## src/rtl/cwsz_pkg.sv

```systemverilog
package cwsz_pkg;
  localparam int unsigned CW_LEVELS_DEF = 7;
  localparam int unsigned PAR_UNIT_DEF  = 104;
  typedef enum logic {METRIC_ERR = 1'b0, METRIC_WEAR = 1'b1} metric_e;
endpackage

```

## src/rtl/cwsz_thr_bank.sv

```systemverilog
module cwsz_thr_bank #(
  parameter int unsigned LEVELS = 7,
  parameter int unsigned LVL_W  = 3,
  parameter int unsigned THR_W  = 20,
  parameter logic [THR_W-1:0] THR_RST = '1
) (
  input  logic             clk,
  input  logic             rst_n,
  input  logic             wr_en,
  input  logic [LVL_W-1:0] wr_idx,
  input  logic [THR_W-1:0] wr_data,
  input  logic [LVL_W-1:0] lvl,
  output logic [THR_W-1:0] thr_sel
);
  logic [THR_W-1:0] thr_q [LEVELS];
  logic [THR_W-1:0] thr_d [LEVELS];

  for (genvar g = 0; g < LEVELS; g++) begin : g_entry
    logic hit;
    assign hit = wr_en && (wr_idx == LVL_W'(g));

    always_comb begin
      thr_d[g] = thr_q[g];
      if (hit) thr_d[g] = wr_data;
    end

    always_ff @(posedge clk or negedge rst_n) begin
      if (!rst_n) thr_q[g] <= THR_RST;
      else if (hit) thr_q[g] <= thr_d[g];
    end
  end

  always_comb begin
    thr_sel = '0;
    for (int i = 0; i < LEVELS; i++) begin
      if (lvl == LVL_W'(i)) thr_sel = thr_q[i];
    end
  end
endmodule

```

## src/rtl/cwsz_monitor.sv

```systemverilog
module cwsz_monitor
  import cwsz_pkg::*;
#(
  parameter int unsigned ERR_W = 8,
  parameter int unsigned THR_W = 20
) (
  input  logic             clk,
  input  logic             rst_n,
  input  metric_e          metric,
  input  logic             err_valid,
  input  logic [ERR_W-1:0] err_count,
  input  logic             cyc_inc,
  input  logic             cw_done,
  input  logic [THR_W-1:0] thr_sel,
  output logic             req
);
  logic [THR_W-1:0] err_acc_q, err_acc_d;
  logic [THR_W-1:0] cyc_cnt_q, cyc_cnt_d;
  logic             pend_q, pend_d;
  logic [THR_W:0]   err_sum;
  logic [THR_W-1:0] err_stat;
  logic             err_cross, wear_cross;

  // running error total for this codeword, saturating
  always_comb begin
    err_sum  = {1'b0, err_acc_q} + (err_valid ? (THR_W+1)'(err_count) : '0);
    err_stat = err_sum[THR_W] ? '1 : err_sum[THR_W-1:0];
  end

  assign err_cross  = (metric == METRIC_ERR) && cw_done && (err_stat > thr_sel);
  assign wear_cross = (metric == METRIC_WEAR) && (cyc_cnt_q > thr_sel);
  assign req        = err_cross || wear_cross || pend_q;

  always_comb begin
    err_acc_d = cw_done ? '0 : err_stat;
    cyc_cnt_d = cyc_cnt_q;
    if (cyc_inc && (cyc_cnt_q != '1)) cyc_cnt_d = cyc_cnt_q + 1'b1;
    pend_d = pend_q;
    if (cw_done)         pend_d = 1'b0;
    else if (wear_cross) pend_d = 1'b1;
  end

  always_ff @(posedge clk or negedge rst_n) begin
    if (!rst_n) begin
      err_acc_q <= '0;
      cyc_cnt_q <= '0;
      pend_q    <= 1'b0;
    end else begin
      err_acc_q <= err_acc_d;
      cyc_cnt_q <= cyc_cnt_d;
      pend_q    <= pend_d;
    end
  end

  // nothing carries past a codeword boundary
  assert_acc_clear_R4: assert property (@(posedge clk) disable iff (!rst_n)
    cw_done |=> (err_acc_q == '0));
  // the cycle count only moves on an increment
  assert_cyc_hold_R6: assert property (@(posedge clk) disable iff (!rst_n)
    !cyc_inc |=> $stable(cyc_cnt_q));
  // a held wear request survives until the boundary
  assert_pend_hold_R5: assert property (@(posedge clk) disable iff (!rst_n)
    (pend_q && !cw_done) |=> pend_q);
endmodule

```

## src/rtl/cwsz_level_fsm.sv

```systemverilog
module cwsz_level_fsm #(
  parameter int unsigned LEVELS = 7,
  parameter int unsigned LVL_W  = 3
) (
  input  logic             clk,
  input  logic             rst_n,
  input  logic             cw_done,
  input  logic             req,
  output logic [LVL_W-1:0] lvl,
  output logic             size_valid,
  output logic             eol
);
  localparam logic [LVL_W-1:0] LVL_MAX = LVL_W'(LEVELS - 1);

  logic [LVL_W-1:0] lvl_q, lvl_d;
  logic             strobe_q, strobe_d;
  logic             eol_q, eol_d;
  logic             adv, at_max;

  assign adv    = cw_done && req;
  assign at_max = (lvl_q == LVL_MAX);

  always_comb begin
    lvl_d    = lvl_q;
    strobe_d = 1'b0;
    eol_d    = eol_q;
    if (adv) begin
      if (at_max) begin
        eol_d = 1'b1;
      end else begin
        lvl_d    = lvl_q + 1'b1;
        strobe_d = 1'b1;
      end
    end
  end

  always_ff @(posedge clk or negedge rst_n) begin
    if (!rst_n) begin
      lvl_q    <= '0;
      strobe_q <= 1'b0;
      eol_q    <= 1'b0;
    end else begin
      lvl_q    <= lvl_d;
      strobe_q <= strobe_d;
      eol_q    <= eol_d;
    end
  end

  assign lvl        = lvl_q;
  assign size_valid = strobe_q;
  assign eol        = eol_q;

  assert_no_decrease_R8: assert property (@(posedge clk) disable iff (!rst_n)
    1'b1 |=> (lvl_q >= $past(lvl_q)));
  assert_level_range_R8: assert property (@(posedge clk) disable iff (!rst_n)
    lvl_q <= LVL_MAX);
  assert_eol_sticky_R8: assert property (@(posedge clk) disable iff (!rst_n)
    eol_q |=> eol_q);
  assert_boundary_only_R5: assert property (@(posedge clk) disable iff (!rst_n)
    !cw_done |=> $stable(lvl_q));
  assert_strobe_step_R7: assert property (@(posedge clk) disable iff (!rst_n)
    strobe_q |-> (lvl_q == $past(lvl_q) + 1'b1));
endmodule

```

## src/rtl/cwsz_parity.sv

```systemverilog
module cwsz_parity #(
  parameter int unsigned LEVELS   = 7,
  parameter int unsigned LVL_W    = 3,
  parameter int unsigned PAR_UNIT = 104,
  parameter int unsigned PAR_W    = 13
) (
  input  logic [LVL_W-1:0] lvl,
  output logic [PAR_W-1:0] parity
);
  logic [PAR_W-1:0] tbl [LEVELS];

  for (genvar g = 0; g < LEVELS; g++) begin : g_tbl
    assign tbl[g] = PAR_W'(PAR_UNIT << g);
  end

  always_comb begin
    parity = tbl[0];
    for (int i = 0; i < LEVELS; i++) begin
      if (lvl == LVL_W'(i)) parity = tbl[i];
    end
  end
endmodule

```

## src/rtl/cw_size_ctrl.sv

```systemverilog
module cw_size_ctrl
  import cwsz_pkg::*;
#(
  parameter int unsigned LEVELS   = CW_LEVELS_DEF,
  parameter int unsigned ERR_W    = 8,
  parameter int unsigned THR_W    = 20,
  parameter int unsigned PAR_UNIT = PAR_UNIT_DEF,
  parameter logic [THR_W-1:0] THR_RST = '1,
  localparam int unsigned LVL_W = $clog2(LEVELS),
  localparam int unsigned PAR_W = $clog2(PAR_UNIT * (1 << (LEVELS - 1)) + 1)
) (
  input  logic             clk,
  input  logic             rst_n,
  input  logic             metric_sel,
  input  logic             err_valid,
  input  logic [ERR_W-1:0] err_count,
  input  logic             cw_done,
  input  logic             cyc_inc,
  input  logic             thr_wr,
  input  logic [LVL_W-1:0] thr_idx,
  input  logic [THR_W-1:0] thr_val,
  output logic [LVL_W-1:0] size_code,
  output logic [PAR_W-1:0] parity_bits,
  output logic             size_valid,
  output logic             eol
);
  logic [THR_W-1:0] thr_sel;
  logic             req;
  logic [LVL_W-1:0] lvl;
  metric_e          metric;

  assign metric = metric_e'(metric_sel);

  cwsz_thr_bank #(.LEVELS(LEVELS), .LVL_W(LVL_W), .THR_W(THR_W), .THR_RST(THR_RST)) i_thr (
    .clk(clk), .rst_n(rst_n), .wr_en(thr_wr), .wr_idx(thr_idx), .wr_data(thr_val),
    .lvl(lvl), .thr_sel(thr_sel));

  cwsz_monitor #(.ERR_W(ERR_W), .THR_W(THR_W)) i_mon (
    .clk(clk), .rst_n(rst_n), .metric(metric), .err_valid(err_valid),
    .err_count(err_count), .cyc_inc(cyc_inc), .cw_done(cw_done),
    .thr_sel(thr_sel), .req(req));

  cwsz_level_fsm #(.LEVELS(LEVELS), .LVL_W(LVL_W)) i_fsm (
    .clk(clk), .rst_n(rst_n), .cw_done(cw_done), .req(req),
    .lvl(lvl), .size_valid(size_valid), .eol(eol));

  cwsz_parity #(.LEVELS(LEVELS), .LVL_W(LVL_W), .PAR_UNIT(PAR_UNIT), .PAR_W(PAR_W)) i_par (
    .lvl(lvl), .parity(parity_bits));

  assign size_code = lvl;

  // parity is a power-of-two multiple of the per-unit budget
  assert_parity_scale_R2: assert property (@(posedge clk) disable iff (!rst_n)
    ((parity_bits % PAR_W'(PAR_UNIT)) == '0) && ($countones(parity_bits / PAR_W'(PAR_UNIT)) == 1));
endmodule

```

## config.mk

```make
export PLATFORM = sky130hd
export DESIGN_NAME = cw_size_ctrl
export DESIGN_NICKNAME = d
export VERILOG_FILES = /design/src/rtl/cwsz_pkg.sv /design/src/rtl/cwsz_thr_bank.sv /design/src/rtl/cwsz_monitor.sv /design/src/rtl/cwsz_level_fsm.sv /design/src/rtl/cwsz_parity.sv /design/src/rtl/cw_size_ctrl.sv
export SDC_FILE = /design/constraint.sdc
export NUM_CORES = 1
export LEC_CHECK = 0
export BUFFER_PORTS_ARGS = -buffer_cell sky130_fd_sc_hd__buf_2
export CAP_MARGIN = 20
export CORE_MARGIN = 2
export CORE_UTILIZATION = 50
export DETAILED_ROUTE_END_ITERATION = 7
export PLACE_DENSITY = 0.66
export SYNTH_ARGS = -nofsm -noshare
export SYNTH_HDL_FRONTEND = slang
export SYNTH_SLANG_ARGS = --single-unit
```

## constraint.sdc

```tcl
create_clock -name clk -period 4.6 [get_ports clk]
set_input_delay 0.23 -clock clk [delete_from_list [all_inputs] [get_ports clk]]
set_output_delay 0.23 -clock clk [all_outputs]
set_load 0.03 [all_outputs]
```

# Word level (Yosys, flattened, before mapping)
# Index checks and enable logic that the tools add are counted.
# Widths: inputs -> output; s select.
# totals
reg_bits,186
latch_bits,0
mem_bits_rw,0
mem_bits_ro,0
in_bits,38
output_inout_bits,18
elab_cells,72
mem_count,0
# op_classes
addsub,3
multipliers,0
div_mod_pow,0
order_cmp,2
eq_ne,13
shifts,0
mux,20
n_bitwise,2
reduce_logical,19
# op_table
operator,count
$mux 20,9
$gt 20x20->1,2
$add 20x21->21,1
$add 20x1->20 const B,1
$ne 20x20->1 const B,1
$eq 3x3->1 const B,6
$mux 8,2
$mux 13,1
$eq 3x2->1 const B,4
$logic_and 1x1->1,12
$mux 12,1
$mux 11,1
$mux 10,1
$mux 9,1
$eq 3x1->1 const B,2
$logic_not 3->1,2
$mux 1,4
$reduce_and 2->1,2
$add 3x1->3 const B,1
$logic_or 1x1->1,2
$not 1->1,2
$reduce_bool 2->1,1

# Logic depth before layout (Yosys ltp)
# depth
depth_word,14
depth_mapped,18
mapped_depth_nobuf,16

# By module
# From an unflattened synthesis, not the netlist that was laid out.
# unflattened
hier_cells,911
area_unflattened_um2,10537.6
# by_module_without_submodules
module,instances,cells_each,area_each_um2,seq_area_each_um2
cwsz_thr_bank,1,493,6802.8,3678.5
cwsz_monitor,1,377,3358.2,1026.0
cwsz_level_fsm,1,18,226.5,125.1
cwsz_parity,1,23,150.1,0.0

# Worst setup path before layout
# No wires, ideal clock.
# synth_path
path_type,register to register
startpoint,reg i_fsm.lvl_q[0] (netlist: i_fsm.lvl[0])
endpoint,reg i_fsm.lvl_q[1] (netlist: i_fsm.lvl[1])
setup_time_ns,0.125
t_arrival_ns,4.119
t_required_ns,4.475
path_slack_ns,0.356
stages_incl_launch_ff,18
path_buffers,2
synth_period_minus_slack_ns,4.244
path_cell_list,dfrtp_1 -> inv_1 -> ha_1 -> buf_2 -> nor4b_2 -> buf_2 -> a221oi_1 -> a221oi_1 -> a221oi_1 -> nand2_1 -> o21ai_0 -> ha_1 -> nand4_1 -> nor4_1 -> a221oi_1 -> o211ai_1 -> a32o_1 -> mux2_2
# synth_between
elab_chain_len,14
elab_cells_between_ends,24
classes_between,add/sub: 1; order compare: 2; eq/ne: 6; mux: 7; bitwise: 1; reduce/logical: 7
# synth_lines
item,line,rtl
start: declaration,cwsz_level_fsm.sv:15,"logic [LVL_W-1:0] lvl_q, lvl_d;"
start signal: assignment,cwsz_level_fsm.sv:43,lvl_q <= lvl_d;
$logic_not 3->1,cwsz_thr_bank.sv:36,if (lvl == LVL_W'(i)) thr_sel = thr_q[i];
$mux 20 (7 in series),cwsz_thr_bank.sv:36,
"$gt 20x20->1, on equally long branches","cwsz_monitor.sv:30, cwsz_monitor.sv:31",
"$logic_and 1x1->1, on equally long branches","cwsz_monitor.sv:30, cwsz_monitor.sv:31",
$logic_or 1x1->1 (2 in series),cwsz_monitor.sv:32,assign req = err_cross || wear_cross || pend_q;
$logic_and 1x1->1,cwsz_level_fsm.sv:20,assign adv = cw_done && req;
$reduce_and 2->1 (no line),--,
# Several ways; a longest one is shown, not always the timed one.
# A chain may end at the register's enable or synchronous reset.

# Worst setup path after layout
# Ends and elaborated chain as after synthesis.

==> flow_metrics.py <==
metrics = {
    "clock_network": {
        "holdBufCountCts": 1,
        "cts_tree": "done",
        "clockRootBuffer": "clkbuf_16",
        "cts.sinks": 186,
        "cts_htree_levels": 4,
        "postCtsSetupBuffers": 0,
        "path_clk_slew_ns": 0.07,
        "clk_latency_ns": 0.43,
        "ctsResizeCount": 0,
        "cts_made_buffers": 17,
        "clockBufferDepth": 2,
    },
    "floorplan": {
        "core_um2": 19600,
        "dieHeight_um": 146,
        "die_x_um": 146,
        "dieArea_um2": 21200,
        "start_util": 0.513,
        "num_rows": 51,
        "ioPinCount": 56,
    },
    "yosys": {
        "postSynthCellCount": 880,
        "ys_seq_elements": 186,
        "synth_flop_cell": "dfstp_2",
        "yosys_warnings": 0,
        "synth_edf_count": 0,
        "synthArstFlopShare": 1.00,
        "synth_area_um2": 10000,
        "syn_avg_cell_area_um2": 11.4,
        "yosysSeqAreaShare": 0.481,
        "yosys.cell_types.count": 61,
    },
    "sta": {
        "hold_viol_final": 0,
        "maxSlewHeadroom": 0.332,
        "rsz0062_at_grt": "false",
        "tightestPinTransition_ns": 1.00,
        "maxSlewViolCount": 0,
        "holdWs_ns": 0.0739,
        "fmax_mhz": 236,
        "skew_ns": 0.00825,
        "period_minus_slack_ns": 4.23,
        "tns_ns": 0,
        "timing.final.crit_share": 0.920,
        "setup_viol": 0,
    },
    "worst_setup_path": {
        "crit_path_max_fanout": 17,
        "endpoint_kind": "flop",
        "crit_slowest_cell": "dfrtp_1",
        "arrival_ns": 4.56,
        "cpLargestDelayFamily": "compound AO/OA/AOI/OAI gates",
        "cpPeakStageDelay_ns": 0.42,
        "path_class": "flop to flop",
        "path_buf_inv": 3,
        "cp-start-kind": "flop",
        "path_cells": "inv_1 -> ha_1 -> nor4b_4 -> buf_4 -> a221oi_1 -> a221oi_1 -> a221oi_1 -> nand2_1 -> o21ai_0 -> ha_1 -> nand4_1 -> nor4_1 -> buf_4 -> a31oi_1 -> and3_1 -> a32o_1 -> mux2_2",
        "required_ns": 4.93,
        "crit_top_cell": "a221oi_1",
    },
    "routing": {
        "drt-vias-per-instance": 5.81,
        "postRouteAntennaNets": 0,
        "num_vias": 7030,
        "routed_wl_mm": 23.2,
        "firstDrtPassIters": 5,
        "wl_per_cell_um": 19.2,
        "remaining_drc_errors": 0,
        "drt_iter0_markers": 420,
    },
    "placement": {
        "dp.cells": 1176,
        "portBuffers": 52,
        "gp_congestion": 0.858,
        "post-dp-hpwl_mm": 15.5,
    },
    "layout": {
        "multiInputGateArea_um2": 4900,
        "seq_area_um2": 4830,
        "layout.nets": 1024,
        "drive_gt1_frac": 0.433,
        "fillers": 1677,
        "stdcell_count": 1210,
        "syn_to_final_growth_pct": 12.8,
        "fin_util": 0.578,
    },
    "global_routing": {
        "busiest_layer": "met2",
        "antenna_found_initial": 1,
        "grt_use_met2": 0.388,
        "grt.total_usage": 0.229,
        "grt_pass1_vias": 7182,
        "grt-ovfl-total": 0,
        "grt_pass1_wl_mm": 38.7,
        "use_met3": 0.0351,
        "grtUsageMet1": 0.308,
        "grt_start_max_net_pins": 110,
    },
    "outcome": {
        "outcome": "finished, final reports clean",
    },
    "pwr": {
        "ir_worst_vdd_v": 0.000349,
        "p_leak_nw": 4.85,
        "power.density_nw_per_um2": 586,
    },
    "run": {
        "max-cap-violations": 0,
    },
    "worst_hold_path": {
        "hp-class": "input port to flop",
    },
}
cells in the mapped netlist, types with 3 or more instances:
cell type / instances / area share
and4_1: 7 / 0.0061
inv_1: 37 / 0.014
nand3b_1: 3 / 0.0022
o21bai_1: 3 / 0.0022
or2_2: 3 / 0.0019
nand4b_1: 3 / 0.0026
buf_4: 6 / 0.0045
ha_1: 54 / 0.067
nand4_1: 5 / 0.0031
nand2_1: 82 / 0.031
xnor2_1: 15 / 0.013
a2111oi_0: 4 / 0.0035
a311oi_1: 3 / 0.0026
a21o_1: 8 / 0.0060
nor4_1: 3 / 0.0019
a31oi_1: 7 / 0.0044
clkbuf_1: 39 / 0.015
a221oi_1: 57 / 0.050
xor2_1: 10 / 0.0087
a211oi_1: 3 / 0.0022
o21a_1: 3 / 0.0022
nor3_1: 9 / 0.0045
mux2_2: 145 / 0.16
and2_1: 12 / 0.0075
nand2b_1: 6 / 0.0037
a21oi_1: 35 / 0.017
and3_1: 8 / 0.0050
o21ai_0: 35 / 0.017
nor2_1: 25 / 0.0093
dfstp_2: 140 / 0.37
nor2b_1: 10 / 0.0062
nand3_1: 19 / 0.0095
dfrtp_1: 46 / 0.11
state kept, by name, summed over array words and instances (netlist names):
name and cells:
i_thr.thr_q 140, i_mon.cyc_cnt_q 20, i_mon.err_acc_q 20, i_fsm.lvl 3, i_fsm.eol 1, i_fsm.size_valid 1, i_mon.pend_q 1
layer usage:
layer	routed length [µm]	part of all wire
met5	0	0
met4	257	0.011
met3	573	0.025
met2	11600	0.50
met1	10800	0.47
power by group:
group          internal, mW  leakage, nW  switching [mW]
sequential             2.17         2.07           0.212
clock                 0.743        0.290           0.722
combinational          1.14         2.49            1.64
total                  4.06         4.85            2.57
through the flow:
stage                     setup WS (ns)  area [µm²]  power (mW)
after detailed placement          0.203       10700        5.20
after global routing            0.00279       11300        7.13
after CTS                         0.334       11300        6.68
final                             0.368       11300        6.63
after global placement            0.250       10700        5.14
after floorplan                   0.356       10000        4.28
cell type report:
| cell class | instances | share of cell area |
|---|---|---|
| flip-flops and latches | 186 | 0.427 |
| inverters | 37 | 0.0123 |
| clock inverters | 14 | 0.0139 |
| diodes | 1 | 0.000221 |
| multi-input cells | 611 | 0.432 |
| well taps | 265 | 0.0293 |
| clock buffers | 18 | 0.0388 |
| repair buffers | 78 | 0.0465 |
kinds of logic after synthesis:
family / Yosys count / share of synthesized area
xor+xnor: 25 / 0.0218
compound gates: 176 / 0.124
simple gates: 206 / 0.105
other cells: 1 / 0.000373
flops: 186 / 0.481
mux: 146 / 0.164
buf+inv: 85 / 0.0350
fa+ha+maj: 55 / 0.0693
worst reg2reg max path, cell delays in order, from the launching register on:
cell and delay (ns):
dfrtp_1 0.42, inv_1 0.12, ha_1 0.35, nor4b_4 0.29, buf_4 0.30, a221oi_1 0.14, a221oi_1 0.29, a221oi_1 0.08
nand2_1 0.08, o21ai_0 0.19, ha_1 0.39, nand4_1 0.13, nor4_1 0.33, buf_4 0.18, a31oi_1 0.10, and3_1 0.20
a32o_1 0.27, mux2_2 0.28
final timing paths:
check	depth (start not counted)	end	from	slack, ns
hold reg to reg	1	i_fsm.eol$_DFFE_PN0P_	i_fsm.eol$_DFFE_PN0P_	0.49
setup reg to reg	17	i_fsm.lvl[1]$_DFFE_PN0P_	i_fsm.lvl[0]$_DFFE_PN0P_	0.37
max in group asynchronous	3	i_thr.thr_q[113]$_DFFE_PN1P_	rst_n	3.01
setup / recovery	17	i_fsm.lvl[1]$_DFFE_PN0P_	i_fsm.lvl[0]$_DFFE_PN0P_	0.37
hold / removal	3	i_thr.thr_q[84]$_DFFE_PN1P_	thr_val[4]	0.07
min in group asynchronous	2	i_mon.cyc_cnt_q[14]$_DFFE_PN0P_	rst_n	0.50
cells in the final DEF, fill, tap and decap left out, drive strengths merged, types with 15 or more instances in the layout:
cell and count:
a221oi 57, clkbuf 18, buf 77, nand3 19, dfstp 140, dfrtp 46
mux2 145, inv 43, nor2 25, nand2 82, ha 54, xnor2 15
o21ai 35, a21oi 35
Note: power is estimated with default switching activity, not from simulation.
